$ cat config.mk
export PLATFORM = sky130hd
export DESIGN_NAME = sec_line_tx
export DESIGN_NICKNAME = d
export VERILOG_FILES = /design/src/rtl/sec_pkg.sv /design/src/rtl/sec_nco.sv /design/src/rtl/sec_regs.sv /design/src/rtl/sec_seq.sv /design/src/rtl/sec_line_tx.sv
export SDC_FILE = /design/constraint.sdc
export NUM_CORES = 1
export LEC_CHECK = 0
export BUFFER_PORTS_ARGS = -buffer_cell sky130_fd_sc_hd__buf_2
export CAP_MARGIN = 20
export CORE_AREA = 3 3 122 124
export CTS_BUF_LIST = sky130_fd_sc_hd__clkbuf_4
export CTS_CLUSTER_DIAMETER = 80
export CTS_CLUSTER_SIZE = 8
export DETAILED_ROUTE_END_ITERATION = 6
export DIE_AREA = 0 0 125 127
export PLACE_DENSITY = 0.68
export SLEW_MARGIN = 20
export SYNTH_ARGS = -nofsm -noshare
export SYNTH_HDL_FRONTEND = slang
export SYNTH_SLANG_ARGS = --single-unit
$ cat constraint.sdc
create_clock -name clk -period 3 [get_ports clk]
set_input_delay 0.45 -clock clk [delete_from_list [all_inputs] [get_ports clk]]
set_output_delay 0.45 -clock clk [all_outputs]
set_load 0.03 [all_outputs]
$ cat src/rtl/sec_pkg.sv
package sec_pkg;

    typedef enum logic [2:0] {
        S_IDLE,
        S_MSG,
        S_BURST_A,
        S_BURST_B,
        S_GUARD
    } seq_state_t;

    localparam int CTL_TONE    = 0;
    localparam int CTL_BSEL    = 1;
    localparam int CTL_BURST   = 2;
    localparam int CTL_MSG     = 3;
    localparam int CTL_LEN_LSB = 4;
    localparam int CTL_EXT     = 7;

endpackage

$ cat src/rtl/sec_nco.sv
module sec_nco #(
    parameter int INC_W = 16,
    parameter int ACC_W = 19
) (
    input  logic             clk,
    input  logic             rst,
    input  logic [INC_W-1:0] inc_i,
    output logic             carrier_o
);
    logic [ACC_W-1:0] acc_q;

    always_ff @(posedge clk) begin
        if (rst) acc_q <= '0;
        else     acc_q <= acc_q + ACC_W'(inc_i);
    end

    assign carrier_o = acc_q[ACC_W-1];


    acc_step_chk: assert property (@(posedge clk) disable iff (rst)
        !$past(rst) |-> acc_q == ACC_W'($past(acc_q) + ACC_W'($past(inc_i))));
endmodule

$ cat src/rtl/sec_regs.sv
module sec_regs
    import sec_pkg::*;
#(
    parameter int          ADDR_W    = 4,
    parameter int          MAX_BYTES = 6,
    parameter int          MSG_BASE  = 8,
    parameter int          INC_W     = 16,
    parameter logic [15:0] INC_RST   = 16'd120,
    localparam int         LEN_W     = $clog2(MAX_BYTES)
) (
    input  logic                   clk,
    input  logic                   rst,
    input  logic                   we,
    input  logic [ADDR_W-1:0]      addr,
    input  logic [7:0]             wdata,
    output logic [7:0]             rdata,
    input  logic                   ready_i,
    output logic                   start_o,
    output logic                   cmd_o,
    output logic                   bsel_o,
    output logic [LEN_W-1:0]       len_m1_o,
    output logic [7:0]             ctrl_o,
    output logic [INC_W-1:0]       inc_o,
    output logic [MAX_BYTES*8-1:0] buf_o
);
    localparam logic [ADDR_W-1:0] A_CTRL = ADDR_W'(0);
    localparam logic [ADDR_W-1:0] A_STAT = ADDR_W'(1);
    localparam logic [ADDR_W-1:0] A_INCL = ADDR_W'(2);
    localparam logic [ADDR_W-1:0] A_INCH = ADDR_W'(3);

    logic [7:0]       ctrl_q;
    logic [INC_W-1:0] inc_q;
    logic             ctrl_wr;

    assign ctrl_wr = we && (addr == A_CTRL) && ready_i;

    always_ff @(posedge clk) begin
        if (rst) begin
            ctrl_q <= '0;
            inc_q  <= INC_W'(INC_RST);
        end else begin
            if (ctrl_wr) ctrl_q <= wdata;
            if (we && addr == A_INCL) inc_q[7:0]       <= wdata;
            if (we && addr == A_INCH) inc_q[INC_W-1:8] <= wdata[INC_W-9:0];
        end
    end

    genvar gi;
    generate
        for (gi = 0; gi < MAX_BYTES; gi++) begin : g_buf
            localparam logic [ADDR_W-1:0] A_BYTE = ADDR_W'(MSG_BASE + gi);
            logic [7:0] byte_q;
            always_ff @(posedge clk) begin
                if (rst)                              byte_q <= '0;
                else if (we && addr == A_BYTE && ready_i) byte_q <= wdata;
            end
            assign buf_o[gi*8 +: 8] = byte_q;


            busy_buf_hold_chk: assert property (@(posedge clk) disable iff (rst)
                (we && addr == A_BYTE && !ready_i) |=> $stable(byte_q));
        end
    endgenerate

    always_comb begin
        rdata = '0;
        unique case (addr)
            A_CTRL:  rdata = ctrl_q;
            A_STAT:  rdata = {7'b0, ready_i};
            A_INCL:  rdata = inc_q[7:0];
            A_INCH:  rdata = 8'(inc_q[INC_W-1:8]);
            default: begin
                for (int i = 0; i < MAX_BYTES; i++)
                    if (addr == ADDR_W'(MSG_BASE + i)) rdata = buf_o[i*8 +: 8];
            end
        endcase
    end

    logic [2:0] len_field;
    assign len_field = wdata[CTL_LEN_LSB +: 3];
    assign start_o   = ctrl_wr && (wdata[CTL_MSG] || wdata[CTL_BURST]);
    assign cmd_o     = wdata[CTL_MSG];
    assign bsel_o    = wdata[CTL_BSEL];
    assign len_m1_o  = (int'(len_field) > MAX_BYTES - 1) ? LEN_W'(MAX_BYTES - 1)
                                                         : LEN_W'(len_field);
    assign ctrl_o    = ctrl_q;
    assign inc_o     = inc_q;


    busy_ctrl_hold_chk: assert property (@(posedge clk) disable iff (rst)
        (we && addr == A_CTRL && !ready_i) |=> $stable(ctrl_q));

    reset_ctrl_chk: assert property (@(posedge clk) disable iff (rst)
        $past(rst) |-> ctrl_q == 8'h00);
endmodule

$ cat src/rtl/sec_seq.sv
module sec_seq
    import sec_pkg::*;
#(
    parameter int  MAX_BYTES     = 6,
    parameter int  UNIT_CYC      = 48000,
    parameter int  BURST_A_UNITS = 25,
    parameter int  BURST_B_BITS  = 9,
    parameter int  GUARD_UNITS   = 30,
    localparam int LEN_W         = $clog2(MAX_BYTES),
    localparam int DIV_W         = (UNIT_CYC > 1) ? $clog2(UNIT_CYC) : 1,
    localparam int CNT_W         = $clog2(((BURST_A_UNITS > GUARD_UNITS) ? BURST_A_UNITS : GUARD_UNITS) + 1)
) (
    input  logic                   clk,
    input  logic                   rst,
    input  logic                   start_i,
    input  logic                   cmd_i,
    input  logic                   bsel_i,
    input  logic [LEN_W-1:0]       len_m1_i,
    input  logic [MAX_BYTES*8-1:0] buf_i,
    output logic                   ready_o,
    output logic                   mark_o
);
    seq_state_t       state_q, state_d;
    logic [DIV_W-1:0] div_q;
    logic [CNT_W-1:0] cnt_q;
    logic [1:0]       slot_q;
    logic [3:0]       bit_q;
    logic [LEN_W-1:0] byte_q;
    logic [LEN_W-1:0] last_q;
    logic             tick;
    logic [7:0]       cur_byte;
    logic             cur_bit;
    logic             bit_end;

    assign tick     = (div_q == DIV_W'(UNIT_CYC - 1));
    assign cur_byte = buf_i[int'(byte_q)*8 +: 8];
    assign cur_bit  = (state_q == S_BURST_B) ? 1'b1 :
                      (bit_q == 4'd8) ? ~^cur_byte : cur_byte[3'd7 - bit_q[2:0]];
    assign bit_end  = tick && (slot_q == 2'd2);

    // next-state process
    always_comb begin
        state_d = state_q;
        unique case (state_q)
            S_IDLE:    if (start_i) state_d = cmd_i ? S_MSG : (bsel_i ? S_BURST_B : S_BURST_A);
            S_MSG:     if (bit_end && bit_q == 4'd8 && byte_q == last_q) state_d = S_GUARD;
            S_BURST_A: if (tick && cnt_q == CNT_W'(BURST_A_UNITS - 1)) state_d = S_GUARD;
            S_BURST_B: if (bit_end && bit_q == 4'(BURST_B_BITS - 1)) state_d = S_GUARD;
            S_GUARD:   if (tick && cnt_q == CNT_W'(GUARD_UNITS - 1)) state_d = S_IDLE;
            default:   state_d = S_IDLE;
        endcase
    end

    // state register and counters
    always_ff @(posedge clk) begin
        if (rst) begin
            state_q <= S_IDLE;
            div_q   <= '0;
            cnt_q   <= '0;
            slot_q  <= '0;
            bit_q   <= '0;
            byte_q  <= '0;
            last_q  <= '0;
        end else begin
            state_q <= state_d;
            if (state_q == S_IDLE) begin
                div_q  <= '0;
                cnt_q  <= '0;
                slot_q <= '0;
                bit_q  <= '0;
                byte_q <= '0;
                if (start_i) last_q <= len_m1_i;
            end else if (tick) begin
                div_q <= '0;
                if (state_d != state_q) cnt_q <= '0;
                else                    cnt_q <= cnt_q + 1'b1;
                if (slot_q == 2'd2) begin
                    slot_q <= '0;
                    if (bit_q == 4'd8 || (state_q == S_BURST_B && bit_q == 4'(BURST_B_BITS - 1))) begin
                        bit_q  <= '0;
                        byte_q <= byte_q + 1'b1;
                    end else begin
                        bit_q <= bit_q + 1'b1;
                    end
                end else begin
                    slot_q <= slot_q + 1'b1;
                end
            end else begin
                div_q <= div_q + 1'b1;
            end
        end
    end

    // output process
    always_comb begin
        mark_o  = 1'b0;
        ready_o = 1'b0;
        unique case (state_q)
            S_IDLE:              ready_o = 1'b1;
            S_MSG, S_BURST_B:    mark_o  = (slot_q == 2'd0) || (slot_q == 2'd1 && !cur_bit);
            S_BURST_A:           mark_o  = 1'b1;
            S_GUARD:             mark_o  = 1'b0;
            default:             mark_o  = 1'b0;
        endcase
    end


    ready_after_guard_chk: assert property (@(posedge clk) disable iff (rst)
        $rose(ready_o) |-> $past(state_q == S_GUARD && !mark_o));

    start_when_idle_chk: assert property (@(posedge clk) disable iff (rst)
        start_i |-> ready_o);

    start_clears_ready_chk: assert property (@(posedge clk) disable iff (rst)
        start_i |=> !ready_o);

    burst_a_len_chk: assert property (@(posedge clk) disable iff (rst)
        state_q == S_BURST_A |-> cnt_q < CNT_W'(BURST_A_UNITS));

    byte_bound_chk: assert property (@(posedge clk) disable iff (rst)
        state_q == S_MSG |-> (byte_q <= last_q && int'(last_q) < MAX_BYTES));
endmodule

$ cat src/rtl/sec_line_tx.sv
module sec_line_tx
    import sec_pkg::*;
#(
    parameter int          UNIT_CYC  = 48000,
    parameter int          MAX_BYTES = 6,
    parameter logic [15:0] INC_RST   = 16'd120
) (
    input  logic       clk,
    input  logic       rst,
    input  logic       wr_en,
    input  logic [3:0] addr,
    input  logic [7:0] wdata,
    output logic [7:0] rdata,
    output logic       tone_env,
    output logic       line_tone
);
    localparam int LEN_W = $clog2(MAX_BYTES);

    logic                   ready, start, cmd, bsel, mark, carrier;
    logic [LEN_W-1:0]       len_m1;
    logic [7:0]             ctrl;
    logic [15:0]            inc;
    logic [MAX_BYTES*8-1:0] msg_buf;

    sec_regs #(
        .ADDR_W(4), .MAX_BYTES(MAX_BYTES), .MSG_BASE(8), .INC_W(16), .INC_RST(INC_RST)
    ) u_regs (
        .clk(clk), .rst(rst), .we(wr_en), .addr(addr), .wdata(wdata), .rdata(rdata),
        .ready_i(ready), .start_o(start), .cmd_o(cmd), .bsel_o(bsel), .len_m1_o(len_m1),
        .ctrl_o(ctrl), .inc_o(inc), .buf_o(msg_buf)
    );

    sec_seq #(
        .MAX_BYTES(MAX_BYTES), .UNIT_CYC(UNIT_CYC)
    ) u_seq (
        .clk(clk), .rst(rst), .start_i(start), .cmd_i(cmd), .bsel_i(bsel),
        .len_m1_i(len_m1), .buf_i(msg_buf), .ready_o(ready), .mark_o(mark)
    );

    sec_nco #(.INC_W(16), .ACC_W(19)) u_nco (
        .clk(clk), .rst(rst), .inc_i(inc), .carrier_o(carrier)
    );

    assign tone_env  = ready ? ctrl[CTL_TONE] : mark;
    assign line_tone = carrier && tone_env && !ctrl[CTL_EXT];


    ext_silent_chk: assert property (@(posedge clk) disable iff (rst)
        ctrl[CTL_EXT] |-> !line_tone);

    busy_no_steady_chk: assert property (@(posedge clk) disable iff (rst)
        (!ready && !mark) |-> !tone_env);
endmodule

==> metrics.yaml <==
drive_gt1_share_pct: 14.5
ys_seq_elements: 127
die_w_um: 125
routed.top_layer: "met4"
required_ps: 2550
period_share_pct: 112
fin_ws_ps: -371
hpwlAfterDp_mm: 13.4
cp_slowest_cell: "xnor3_1"
drt_first_iter_violations: 658
max_freq_ghz: 0.297
ant_nets: 0
postCtsHoldBufs: 0
maxSlewHeadroom_pct: 57.6
core-area_sq_um: 13900
met2_length_mm: 8.54
grt_max_degree: 60
violations: "setup timing"
maxCapViolCount: 0
end_kind: "output pin"
wl_met1_mm: 8.22
ys_async_sr_fraction_pct: 0
vias: 6005
synthTopCellsByCount: "138 x nor2_1, 127 x dfxtp_1, 80 x a21oi_1"
fin_skew_ps: 12.4
initial_core_util_pct: 49.4
firstDrtPassIters: 5
htreeDepth: 4
peakVddDrop_mv: 0.349
synth_edf_count: 0
routed_wl_mm: 18.1
antenna_found_initial: 1
cp_cell_sequence: "mux2_4 -> and3_4 -> a211oi_2 -> xnor3_1 -> xor2_1 -> xnor2_1 -> o211ai_1 -> nand2_1 -> buf_6"
fill_cells: 1289
cp_top_family: "XOR/XNOR gates"
root_buffer: "clkbuf_4"
path_class: "reg2out"
wl_met3_mm: 1.06
synthTopCellsByArea: "dfxtp_1 37%, nor2_1 7.5%, mux2i_1 6.9%"
clk_pin_slew_worst_paths_ps: 110
r2r_setup_slack_ps: 270
run_status: "complete, but fails checks"
clockBufferDepth: 2
yosysTopAreaCell: "dfxtp_1"
cp_max_fo: 4
finalSetupTns_ps: -738
route.detailed.drc: 0
first_global_vias: 5799
ios: 25
clock_sinks: 127
yosysMostFrequentCell: "nor2_1"
netlist.area_leader.share_pct: 37.1
cts_tree: "built"
die_y_um: 127
avgSynthCellArea_sq_um: 8.33
port_buffers: 24
via_per_inst: 5.78
grt_pass1_wl_mm: 29.8
cpPeakStageDelay_ps: 450
cellLeakagePower_nw: 2.96
floorplan.die_area_sq_um: 15900
track_usage_pct: 23.2
area_delta_synth_final_pct: 10.3
grt_overflow_total: 0
rsz0062_at_grt: "yes"
ys.flop_type: "dfxtp_1"
insertion_delay_ps: 540
start_kind: "register"
ys_types: 69
timing.final.crit_period_ps: 3370
post_drt_wl_per_cell_um: 17.4
syn-num-nets: 863
tightestPinTransition_ps: 634
rows: 43
cts_made_buffers: 17
ys_seq_area_share_pct: 37.1
final_hold_viol_count: 0
final_nets: 884
holdCritPathClass: "in2reg"
place.gp.congestion: 0.983
syn_inst: 824
drv_slew: 0
yosysWarnings: 0
syn_area_sq_um: 6860
worstPathArrival_ps: 2920
hold-worst-slack_ps: 210
setup_viol: 2
worst-path-buf-inv: 1
p_per_area_nw_per_um2: 446
-- stage by stage --
step                util, %  power (mW)  worst slack [ps]  std cells  cell area, sq um
floorplan                 -        2.08              98.5        824              6860
global placement       51.8        2.17               138       1005              7190
detailed placement     51.8        2.19              6.79       1005              7190
CTS                    54.3        3.39              -414       1038              7540
global route           54.5        3.52              -533       1039              7570
finish                 54.5        3.38              -371       1039              7570
-- state kept, by name, indices dropped and copies added, names as in the netlist --
| name | count |
|---|---|
| u_seq.div_q | 16 |
| u_seq.last_q | 3 |
| u_seq.bit_q | 4 |
| u_seq.cnt_q | 5 |
| u_seq.slot_q | 2 |
| u_seq.state_q | 3 |
| u_regs.inc_o | 16 |
| u_seq.byte_q | 3 |
| u_nco.acc_q | 19 |
| u_regs.ctrl_o | 8 |
| u_regs.g_buf.byte_q | 48 |
-- logic make-up after synthesis --
logic type / share of synthesized area [%]
flops: 37.1
mux: 11.0
fa+ha+maj: 4.49
xor+xnor: 4.92
buf+inv: 4.23
compound gates: 16.0
simple gates: 22.3
-- cells in the final DEF (no fill, tap or decap), types with 6 or more instances in the layout --
| cell type | instances |
|---|---|
| o21ai_0 | 22 |
| buf_4 | 24 |
| nand2b_1 | 6 |
| nand4_1 | 9 |
| buf_2 | 21 |
| nand3_1 | 42 |
| xor2_1 | 20 |
| mux2i_1 | 46 |
| mux4_2 | 6 |
| inv_1 | 22 |
| and3_1 | 9 |
| ha_1 | 23 |
| nand2_1 | 66 |
| a211oi_1 | 10 |
| xnor2_1 | 16 |
| dfxtp_1 | 124 |
| nor2_1 | 138 |
| nor2b_1 | 12 |
| a21oi_1 | 79 |
| a21o_1 | 6 |
| clkbuf_4 | 19 |
| nor3_1 | 12 |
| mux2_2 | 12 |
-- timing repair --
action                                 in CTS  in global routing
pin swaps                                   8                  2
endpoints found under the hold margin       0                  0
buffers inserted                            1                  0
setup endpoints to repair                   2                  3
gates resized for setup                    16                  9
-- path summary, 6_finish.rpt --
| check | to | start | depth (start not counted) |
|---|---|---|---|
| max reg2reg | u_nco.acc_q[16] | u_regs.inc_o[0] | 11 |
| max | tone_env | u_seq.byte_q[1] | 9 |
| min reg2reg | u_regs.g_buf[1].byte_q[1] | u_regs.g_buf[1].byte_q[1] | 2 |
| min | u_regs.g_buf[1].byte_q[2] | wdata[2] | 3 |
-- cell type report --
| cell class | instances | area [sq um] | share of cell area (%) |
|---|---|---|---|
| timing repair buffer | 50 | 342 | 4.51 |
| multi-input combinational | 627 | 4080 | 53.9 |
| tap | 180 | 225 | 2.98 |
| clock inverter | 13 | 146 | 1.93 |
| sequential | 127 | 2550 | 33.7 |
| clock buffer | 19 | 143 | 1.88 |
| antenna | 1 | 2.50 | 0.0331 |
| inverter | 22 | 82.6 | 1.09 |
-- power by group --
part           switching, mW  internal, mW
clock                  0.640         0.582
sequential            0.0236          1.72
combinational          0.250         0.156
total                  0.913          2.46
-- routing by layer --
layer	vias up	GRT usage, %
li1	2937	-
met1	2877	31.5
met2	170	37.5
met3	21	5.48
met4	0	6.38
met5	-	0
-- worst register-to-register path: stages, from the launching register on --
cell and delay, ps:
dfxtp_1 340, ha_1 210, inv_1 70, fa_1 220, nor2b_4 70, o21ai_4 130, a21oi_2 90, o41a_4 460
a31o_4 270, a31oi_4 180, nor4b_1 60, or4_1 530
No activity file was read; power rests on OpenSTA's default activity.
